==> config.mk <==
export PLATFORM = sky130hd
export DESIGN_NAME = ir_timer_pair
export DESIGN_NICKNAME = d
export VERILOG_FILES = /design/src/rtl/irtp_pkg.sv /design/src/rtl/irtp_counter.sv /design/src/rtl/irtp_regs.sv /design/src/rtl/irtp_outmux.sv /design/src/rtl/ir_timer_pair.sv
export SDC_FILE = /design/constraint.sdc
export NUM_CORES = 1
export LEC_CHECK = 0
export BUFFER_PORTS_ARGS = -buffer_cell sky130_fd_sc_hd__buf_2
export CAP_MARGIN = 15
export CORE_MARGIN = 10
export CORE_UTILIZATION = 39
export DETAILED_ROUTE_END_ITERATION = 7
export HOLD_SLACK_MARGIN = 0.08
export SKIP_LAST_GASP = 1
export SYNTH_ARGS = -nofsm -noshare
export SYNTH_HDL_FRONTEND = slang
export SYNTH_HIERARCHICAL = 1
export SYNTH_SLANG_ARGS = --single-unit
==> constraint.sdc <==
create_clock -name clk_i -period 3.25 [get_ports clk_i]
set_input_delay 0.65 -clock clk_i [delete_from_list [all_inputs] [get_ports clk_i]]
set_output_delay 0.65 -clock clk_i [all_outputs]
set_load 0.05 [all_outputs]
==> src/rtl/irtp_pkg.sv <==
package irtp_pkg;
  localparam int ADDR_W = 3;
  localparam int DATA_W = 8;

  localparam logic [ADDR_W-1:0] A_CAR_HI   = 3'd0;
  localparam logic [ADDR_W-1:0] A_CAR_LO   = 3'd1;
  localparam logic [ADDR_W-1:0] A_ENV_HI_H = 3'd2;
  localparam logic [ADDR_W-1:0] A_ENV_HI_L = 3'd3;
  localparam logic [ADDR_W-1:0] A_ENV_LO_H = 3'd4;
  localparam logic [ADDR_W-1:0] A_ENV_LO_L = 3'd5;
  localparam logic [ADDR_W-1:0] A_CAR_CTL  = 3'd6;
  localparam logic [ADDR_W-1:0] A_ENV_CTL  = 3'd7;

  // control bit positions
  localparam int B_EN     = 7;
  localparam int B_SINGLE = 6;
  localparam int B_STS    = 5;
  localparam int B_SYNC   = 4;
  localparam int B_MASK   = 1;
  localparam int B_INIT   = 0;

  typedef enum logic [1:0] {
    SUB_NORMAL   = 2'b00,
    SUB_PINGPONG = 2'b01,
    SUB_FORCE0   = 2'b10,
    SUB_FORCE1   = 2'b11
  } sub_e;
endpackage

==> src/rtl/irtp_counter.sv <==
module irtp_counter #(
  parameter int W = 8
) (
  input  logic         clk_i,
  input  logic         rst_ni,
  input  logic         en_i,
  input  logic         single_i,
  input  logic         init_i,
  input  logic         restart_i,
  input  logic [W-1:0] hold_hi_i,
  input  logic [W-1:0] hold_lo_i,
  output logic         run_o,
  output logic         level_o,
  output logic         period_o,
  output logic         done_o
);
  logic [W-1:0] cnt_q;
  logic         level_q, phase_q, run_q;
  logic         load, tc;

  assign load     = !run_q || restart_i;
  assign tc       = run_q && !restart_i && (cnt_q == '0);
  assign period_o = tc && phase_q && en_i;
  assign done_o   = period_o && single_i;
  assign run_o    = run_q;
  assign level_o  = level_q;

  always_ff @(posedge clk_i or negedge rst_ni) begin
    if (!rst_ni) begin
      cnt_q   <= '0;
      level_q <= 1'b0;
      phase_q <= 1'b0;
      run_q   <= 1'b0;
    end else if (!en_i) begin
      run_q <= 1'b0;
    end else if (load) begin
      run_q   <= 1'b1;
      level_q <= init_i;
      phase_q <= 1'b0;
      cnt_q   <= init_i ? hold_lo_i : hold_hi_i;
    end else if (tc) begin
      if (done_o) run_q <= 1'b0;
      level_q <= ~level_q;
      phase_q <= ~phase_q;
      // next level is ~level_q: level 1 runs on the low hold
      cnt_q   <= level_q ? hold_hi_i : hold_lo_i;
    end else begin
      cnt_q <= cnt_q - 1'b1;
    end
  end
endmodule

==> src/rtl/irtp_regs.sv <==
module irtp_regs import irtp_pkg::*; #(
  parameter int CAR_W  = 8,
  parameter int ENV_W  = 16,
  parameter int DW     = DATA_W,
  parameter int AW     = ADDR_W
) (
  input  logic             clk_i,
  input  logic             rst_ni,
  input  logic             wr_en_i,
  input  logic [AW-1:0]    addr_i,
  input  logic [DW-1:0]    wdata_i,
  output logic [DW-1:0]    rdata_o,
  input  logic             car_period_i,
  input  logic             car_done_i,
  input  logic             env_period_i,
  input  logic             env_done_i,
  output logic [CAR_W-1:0] car_hi_o,
  output logic [CAR_W-1:0] car_lo_o,
  output logic [ENV_W-1:0] env_hi_o,
  output logic [ENV_W-1:0] env_lo_o,
  output logic             car_en_o,
  output logic             car_single_o,
  output logic             car_sts_o,
  output logic             car_mask_o,
  output logic             car_init_o,
  output logic             env_en_o,
  output logic             env_single_o,
  output logic             env_sts_o,
  output logic             env_sync_o,
  output sub_e             env_sub_o,
  output logic             env_mask_o,
  output logic             env_init_o,
  output logic             pingpong_o
);
  localparam int UB = ENV_W - DW;

  logic wr_car_ctl, wr_env_ctl;
  assign wr_car_ctl = wr_en_i && (addr_i == A_CAR_CTL);
  assign wr_env_ctl = wr_en_i && (addr_i == A_ENV_CTL);
  assign pingpong_o = (env_sub_o == SUB_PINGPONG) && car_single_o && env_single_o;

  always_ff @(posedge clk_i or negedge rst_ni) begin
    if (!rst_ni) begin
      car_hi_o <= '0;
      car_lo_o <= '0;
      env_hi_o <= '0;
      env_lo_o <= '0;
    end else if (wr_en_i) begin
      case (addr_i)
        A_CAR_HI:   car_hi_o <= wdata_i[CAR_W-1:0];
        A_CAR_LO:   car_lo_o <= wdata_i[CAR_W-1:0];
        A_ENV_HI_H: env_hi_o[ENV_W-1:UB] <= wdata_i;
        A_ENV_HI_L: env_hi_o[DW-1:0]     <= wdata_i;
        A_ENV_LO_H: env_lo_o[ENV_W-1:UB] <= wdata_i;
        A_ENV_LO_L: env_lo_o[DW-1:0]     <= wdata_i;
        default: ;
      endcase
    end
  end

  always_ff @(posedge clk_i or negedge rst_ni) begin
    if (!rst_ni) begin
      car_en_o     <= 1'b0;
      car_single_o <= 1'b0;
      car_mask_o   <= 1'b0;
      car_init_o   <= 1'b0;
    end else if (wr_car_ctl) begin
      car_en_o     <= wdata_i[B_EN];
      car_single_o <= wdata_i[B_SINGLE];
      car_mask_o   <= wdata_i[B_MASK];
      car_init_o   <= wdata_i[B_INIT];
    end else if (car_done_i) begin
      car_en_o <= 1'b0;
    end else if (env_done_i && pingpong_o) begin
      car_en_o <= 1'b1;
    end
  end

  always_ff @(posedge clk_i or negedge rst_ni) begin
    if (!rst_ni) begin
      env_en_o     <= 1'b0;
      env_single_o <= 1'b0;
      env_sync_o   <= 1'b0;
      env_sub_o    <= SUB_NORMAL;
      env_mask_o   <= 1'b0;
      env_init_o   <= 1'b0;
    end else if (wr_env_ctl) begin
      env_en_o     <= wdata_i[B_EN];
      env_single_o <= wdata_i[B_SINGLE];
      env_sync_o   <= wdata_i[B_SYNC];
      env_sub_o    <= sub_e'(wdata_i[3:2]);
      env_mask_o   <= wdata_i[B_MASK];
      env_init_o   <= wdata_i[B_INIT];
    end else if (env_done_i) begin
      env_en_o <= 1'b0;
    end else if (car_done_i && pingpong_o) begin
      env_en_o <= 1'b1;
    end
  end

  // status: hardware set wins over a clearing write
  always_ff @(posedge clk_i or negedge rst_ni) begin
    if (!rst_ni) begin
      car_sts_o <= 1'b0;
      env_sts_o <= 1'b0;
    end else begin
      if (car_period_i)                        car_sts_o <= 1'b1;
      else if (wr_car_ctl && wdata_i[B_STS])   car_sts_o <= 1'b0;
      if (env_period_i)                        env_sts_o <= 1'b1;
      else if (wr_env_ctl && wdata_i[B_STS])   env_sts_o <= 1'b0;
    end
  end

  always_comb begin
    rdata_o = '0;
    case (addr_i)
      A_CAR_HI:   rdata_o = DW'(car_hi_o);
      A_CAR_LO:   rdata_o = DW'(car_lo_o);
      A_ENV_HI_H: rdata_o = env_hi_o[ENV_W-1:UB];
      A_ENV_HI_L: rdata_o = env_hi_o[DW-1:0];
      A_ENV_LO_H: rdata_o = env_lo_o[ENV_W-1:UB];
      A_ENV_LO_L: rdata_o = env_lo_o[DW-1:0];
      A_CAR_CTL:  rdata_o = DW'({car_en_o, car_single_o, car_sts_o, 3'b000,
                                 car_mask_o, car_init_o});
      A_ENV_CTL:  rdata_o = DW'({env_en_o, env_single_o, env_sts_o, env_sync_o,
                                 env_sub_o, env_mask_o, env_init_o});
      default:    rdata_o = '0;
    endcase
  end
endmodule

==> src/rtl/irtp_outmux.sv <==
module irtp_outmux import irtp_pkg::*; (
  input  logic car_run_i,
  input  logic car_level_i,
  input  logic env_run_i,
  input  logic env_level_i,
  input  logic env_init_i,
  input  sub_e env_sub_i,
  output logic carrier_o,
  output logic envelope_o,
  output logic mod_o
);
  logic env_live;

  assign carrier_o = car_run_i & car_level_i;
  assign env_live  = env_run_i ? env_level_i : ~env_init_i;

  always_comb begin
    case (env_sub_i)
      SUB_FORCE0: envelope_o = 1'b0;
      SUB_FORCE1: envelope_o = 1'b1;
      default:    envelope_o = env_live;
    endcase
    mod_o = (env_sub_i == SUB_PINGPONG) ? (carrier_o | envelope_o)
                                        : (carrier_o & envelope_o);
  end
endmodule

==> src/rtl/ir_timer_pair.sv <==
module ir_timer_pair import irtp_pkg::*; #(
  parameter int CAR_W = 8,
  parameter int ENV_W = 16
) (
  input  logic              clk_i,
  input  logic              rst_ni,
  input  logic              wr_en_i,
  input  logic [ADDR_W-1:0] addr_i,
  input  logic [DATA_W-1:0] wdata_i,
  output logic [DATA_W-1:0] rdata_o,
  output logic              carrier_o,
  output logic              envelope_o,
  output logic              mod_o,
  output logic              irq_car_o,
  output logic              irq_env_o
);
  logic [CAR_W-1:0] car_hi, car_lo;
  logic [ENV_W-1:0] env_hi, env_lo;
  logic car_en, car_single, car_sts, car_mask, car_init;
  logic env_en, env_single, env_sts, env_sync, env_mask, env_init;
  sub_e env_sub_e;
  logic [1:0] env_sub;
  logic pingpong;
  logic car_run, car_level, car_period, car_done, car_restart;
  logic env_run, env_level, env_period, env_done;

  assign env_sub = env_sub_e;

  irtp_regs #(.CAR_W(CAR_W), .ENV_W(ENV_W)) u_regs (
    .clk_i, .rst_ni, .wr_en_i, .addr_i, .wdata_i, .rdata_o,
    .car_period_i(car_period), .car_done_i(car_done),
    .env_period_i(env_period), .env_done_i(env_done),
    .car_hi_o(car_hi), .car_lo_o(car_lo), .env_hi_o(env_hi), .env_lo_o(env_lo),
    .car_en_o(car_en), .car_single_o(car_single), .car_sts_o(car_sts),
    .car_mask_o(car_mask), .car_init_o(car_init),
    .env_en_o(env_en), .env_single_o(env_single), .env_sts_o(env_sts),
    .env_sync_o(env_sync), .env_sub_o(env_sub_e), .env_mask_o(env_mask),
    .env_init_o(env_init), .pingpong_o(pingpong)
  );

  // sync: carrier held at its start point while the envelope is low
  assign car_restart = env_sync && (env_sub_e == SUB_NORMAL) && !envelope_o;

  irtp_counter #(.W(CAR_W)) u_car (
    .clk_i, .rst_ni, .en_i(car_en), .single_i(car_single), .init_i(car_init),
    .restart_i(car_restart), .hold_hi_i(car_hi), .hold_lo_i(car_lo),
    .run_o(car_run), .level_o(car_level), .period_o(car_period), .done_o(car_done)
  );

  irtp_counter #(.W(ENV_W)) u_env (
    .clk_i, .rst_ni, .en_i(env_en), .single_i(env_single), .init_i(env_init),
    .restart_i(1'b0), .hold_hi_i(env_hi), .hold_lo_i(env_lo),
    .run_o(env_run), .level_o(env_level), .period_o(env_period), .done_o(env_done)
  );

  irtp_outmux u_out (
    .car_run_i(car_run), .car_level_i(car_level),
    .env_run_i(env_run), .env_level_i(env_level), .env_init_i(env_init),
    .env_sub_i(env_sub_e),
    .carrier_o, .envelope_o, .mod_o
  );

  assign irq_car_o = car_sts & car_mask;
  assign irq_env_o = env_sts & env_mask;
endmodule

**After elaboration in Yosys (flattened, before gate mapping)**

Index checks and enable logic that the tools add are counted.

- Bitwise gates (word level): 10
- Add/subtract/negate cells: 2
- Multiplexer cells: 38
- Reduce and logical (&&, ||, !) cells: 41
- Equality and inequality tests: 13

Operators by type and width:

| cell | count |
|---|---|
| $mux 16 | 4 |
| $pmux 8 s8 | 1 |
| $mux 8 | 4 |
| $mux 1 | 28 |
| $logic_and 1x1->1 | 19 |
| $reduce_and 2->1 | 9 |
| $logic_not 16->1 | 1 |
| $sub 16x1->16 const B | 1 |
| $eq 3x3->1 const B | 4 |
| $logic_not 8->1 | 1 |
| $sub 8x1->8 const B | 1 |
| $eq 3x2->1 const B | 2 |
| $ne 3x1->1 const B | 2 |
| $reduce_bool 2->1 | 3 |
| $reduce_bool 3->1 | 2 |
| $not 1->1 | 5 |
| $and 1x1->1 | 4 |
| $eq 2x2->1 const B | 2 |
| $eq 3x1->1 const B | 1 |
| $logic_not 1->1 | 3 |
| $logic_not 3->1 | 1 |
| $eq 2x1->1 const B | 1 |
| $logic_not 2->1 | 1 |
| $ne 2x2->1 const B | 1 |
| other kinds (3) | 3 |

- Output and inout bits: 13
- Bits in registers: 91
- Input port bits: 14

**Longest topological paths before layout**

- Depth in word-level cells: 15
- Mapped depth: 9

**Hierarchy**

The synthesis kept the hierarchy.

Modules (own cells, without submodules):

| module | sequential area each (µm²) | area each (µm²) | times used | cells an instance |
|---|---|---|---|---|
| irtp_regs | 1526.5 | 2964.1 | 1 | 224 |
| irtp_counter at u_env | 475.5 | 1634.1 | 1 | 195 |
| irtp_counter at u_car | 275.3 | 935.9 | 1 | 104 |
| irtp_outmux | 0.0 | 77.6 | 1 | 10 |
| ir_timer_pair | 0.0 | 31.3 | 1 | 4 |

**Worst setup path after synthesis**

OpenSTA, ideal clock, no wires.

- Path kind: in2out
- Start: in addr_i[1]
- End: out rdata_o[4]
- Arrival: 2105 ps
- Stages on the path: 5
- Required time: 2600 ps
- Setup slack: 495 ps
- Path through: buf_6 > buf_6 > mux2i_1 > a211o_1 > a31oi_1

- Longest elaborated chain between the ends: 2

RTL lines:

| item | line | source |
|---|---|---|
| from (decl) | ir_timer_pair.sv:8 | `input logic [ADDR_W-1:0] addr_i,` |
| $eq 3x3->1, or another cell as far along | irtp_regs.sv:116 | `case (addr_i)` |
| $pmux 8 s8 * | irtp_regs.sv:116 |  |
| to (decl) | ir_timer_pair.sv:10 | `output logic [DATA_W-1:0] rdata_o,` |

Every way passes the cells marked *; elsewhere a longest branch is shown, timed or not.

**Worst setup path in the final report**

- Start: in addr_i[1]
- End: out rdata_o[6]

The elaborated chain is that of the path after synthesis.

==> run_results.csv <==
group,metric,value,unit
sta,tns,0,ns
drt,routed_wl,15100,µm
placement,routabilityCongestion,0.899,
global_routing,grt_pass1_vias,4438,
clock_tree,cts_resized,0,
pwr,p_int,3020,µW
sta,period_minus_slack,2.80,ns
floorplanning,rows,43,
yosys,synth_area_per_cell,10.5,µm²
job,drv_cap,0,
clock_tree,cts_buffer_depth,2,
pwr,power_density,778,nW/µm²
yosys,synth-edff-count,0,
drt,avgViaCountPerCell,5.96,
setup_path,end_kind,"output pin",
setup_path,reg2reg_depth,7,
placement,dp.cells,722,
sta,finalHoldViolCount,0,
yosys,ys_ff_latch,91,
clock_tree,clock_sinks,91,
floorplanning,core_area,14000,µm²
drt,drc_errors,0,
pwr,leakage,0.00265,µW
finish,multi_input_area,3150,µm²
yosys,synth.distinct_cells,77,
pwr,max-vdd-ir-drop,0.000269,V
clock_tree,hold_buffers,0,
sta,worstMarginPinSlew,0.702,ns
global_routing,grt_start_max_net_pins,57,
global_routing,grt.overflow.total,0,
drt,dr.pass1.iters,5,
sta,grt_setup_unrepaired,"false",
floorplanning,dieHeight,140,µm
finish,regArea,2280,µm²
finish,area_growth,10.7,%
yosys,async_flop_share,1.00,
finish,fin_nets,571,
setup_path,cp_max_fo,15,
setup_path,start_kind,"input port",
yosys,synth_common_cells,"91 x dfrtp_1, 58 x mux2_2, 57 x mux2i_1",
clock_tree,cts_tree,"done",
global_routing,grt_first_pass_wirelength,24600,µm
sta,drv_slew,0,
yosys,synth_top_cell_by_area,"dfrtp_1",
pwr,p_sw_frac,0.378,
pwr,finalPower,4860,µW
drt,ant_nets,0,
placement,dp_hpwl,11200,µm
run_status,status,"completed",
yosys,yosysWarnings,6,
drt,wire_per_inst,20.5,µm
finish,fill_cells,1341,
yosys,synthTopCellsByArea,"dfrtp_1 40%, mux2_2 12%, mux2i_1 10%",
sta,fin_crit_sh,0.863,
sta,fmax,357,MHz
pwr,switching_power,1840,µW
placement,dpl_cell_area,5900,µm²
floorplanning,start_util,0.402,
setup_path,reg2reg_slack,0.75,ns
global_routing,antenna_found_initial,1,
finish,drive_above_1_share,0.240,
floorplanning,die_w,140,µm
clock_tree,root_buffer,"clkbuf_16",
sta,slew_headroom,0.525,
yosys,seq_area_frac_synth,0.404,
clock_tree,clk_pin_slew,0.06,ns
finish,antennaDiodeCount,0,
min_path,min_path_type,"in -> async",
pwr,pwr-share-comb,0.351,
clock_tree,cts_made_buffers,9,
clock_tree,clk_latency,0.35,ns
floorplanning,ioPinCount,27,
yosys,ys.flop_type,"dfrtp_1",
setup_path,critPathArrivalTime,2.15,ns
sta,setup_viol,0,
placement,port_buffers,26,
drt,vias,4396,
global_routing,grtUsageTotal,0.154,
sta,skew,0.00519,ns
pwr,seqPwrFrac,0.398,
yosys,synth_cells,537,
yosys,synth_top_area_frac,0.404,
yosys,yosysMostFrequentCell,"dfrtp_1",
drt,drt_iter0_markers,300,
floorplanning,die-area,19700,µm²
clock_tree,cts_setup_buffers,0,
clock_tree,htreeDepth,3,
setup_path,r2r_start,"u_env/cnt_q[0]",
setup_path,crit_type,"in -> out",
setup_path,crit_required,2.60,ns
yosys,syn-cell-area,5640,µm²
finish,stdcell_count,738,
pwr,pwr-share-clk,0.252,
finish,finish.instance_area,6250,µm²
setup_path,r2r_end,"u_env/cnt_q[11]",
[area by class of cell]
cell class	count	area share
Clock buffer	12	0.0395
Tap cell	180	0.0361
Multi-Input combinational cell	405	0.504
Inverter	11	0.00661
Sequential cell	91	0.365
Clock inverter	4	0.0156
Timing Repair Buffer	35	0.0340
[power groups by stage]
stage | combinational [µW] | sequential (µW) | clock [µW]
2_1_floorplan | 1410 | 1740 | 0
3_3_place_gp | 1650 | 1920 | 0
3_5_place_dp | 1690 | 1940 | 0
4_1_cts | 1700 | 1930 | 1240
5_1_grt | 1880 | 1980 | 1280
6_report | 1700 | 1930 | 1220
[worst max path at each step]
stage                   start    endpoint  slack (ns)  depth (start not counted)
global route        addr_i[1]  rdata_o[4]        0.38                          6
finish              addr_i[1]  rdata_o[6]        0.45                          6
global placement    addr_i[1]  rdata_o[5]        0.55                          5
CTS                 addr_i[1]  rdata_o[6]        0.50                          6
floorplan           addr_i[1]  rdata_o[4]        0.49                          5
detailed placement  addr_i[1]  rdata_o[6]        0.50                          6
[registers in the layout, indices dropped and copies added (netlist names), 2 cells and up]
| name | cells |
|---|---|
| u_car/cnt_q | 8 |
| u_regs/env_hi_o | 16 |
| u_regs/env_sub_o | 2 |
| u_regs/car_hi_o | 8 |
| u_regs/car_lo_o | 8 |
| u_regs/env_lo_o | 16 |
| u_env/cnt_q | 16 |
[layer usage]
metal  vias up  wire (µm)  track usage
li1       2042          -            -
met1      2226       7070        0.214
met2       110       6890        0.232
met3        18        903       0.0270
met4         0        273       0.0614
met5         -          0            0
[per-stage QoR]
stage / utilization / worst slack (ns) / hold WS, ns
finish: 0.445 / 0.445 / 0.261
global route: 0.445 / 0.379 / 0.299
detailed placement: 0.420 / 0.499 / 0.501
CTS: 0.445 / 0.495 / 0.273
global placement: 0.420 / 0.547 / 0.490
floorplan: - / 0.495 / 0.354
[kinds of logic after synthesis]
family / share of synthesized area
compound gates: 0.144
fa+ha+maj: 0.00887
simple gates: 0.163
flops: 0.404
buf+inv: 0.0395
other cells: 0.000665
mux: 0.225
xor+xnor: 0.0155
[worst max-delay path: stages]
cell	delay (ns)
buf_2	0.28
buf_4	0.30
mux2i_1	0.12
a211oi_1	0.33
o22a_1	0.19
buf_2	0.27
[cells in the final DEF (no fill, tap or decap), types with 4 or more instances in the layout]
cell	count
a31oi_1	5
nor3_1	11
and3_1	4
nand2_1	49
mux2i_1	57
dfrtp_1	91
o221ai_1	7
nand2b_1	5
and2_1	6
nor2b_1	6
o22ai_1	8
buf_4	9
xnor2_1	7
inv_1	11
a21oi_1	23
o31ai_1	6
o21ai_0	20
nor4_1	5
clkbuf_16	9
o22a_1	6
nor3b_1	6
nor2_1	24
buf_2	25
a211oi_1	6
ha_1	4
nand3_1	7
mux2_2	58
No activity file was read; power rests on OpenSTA's default activity.
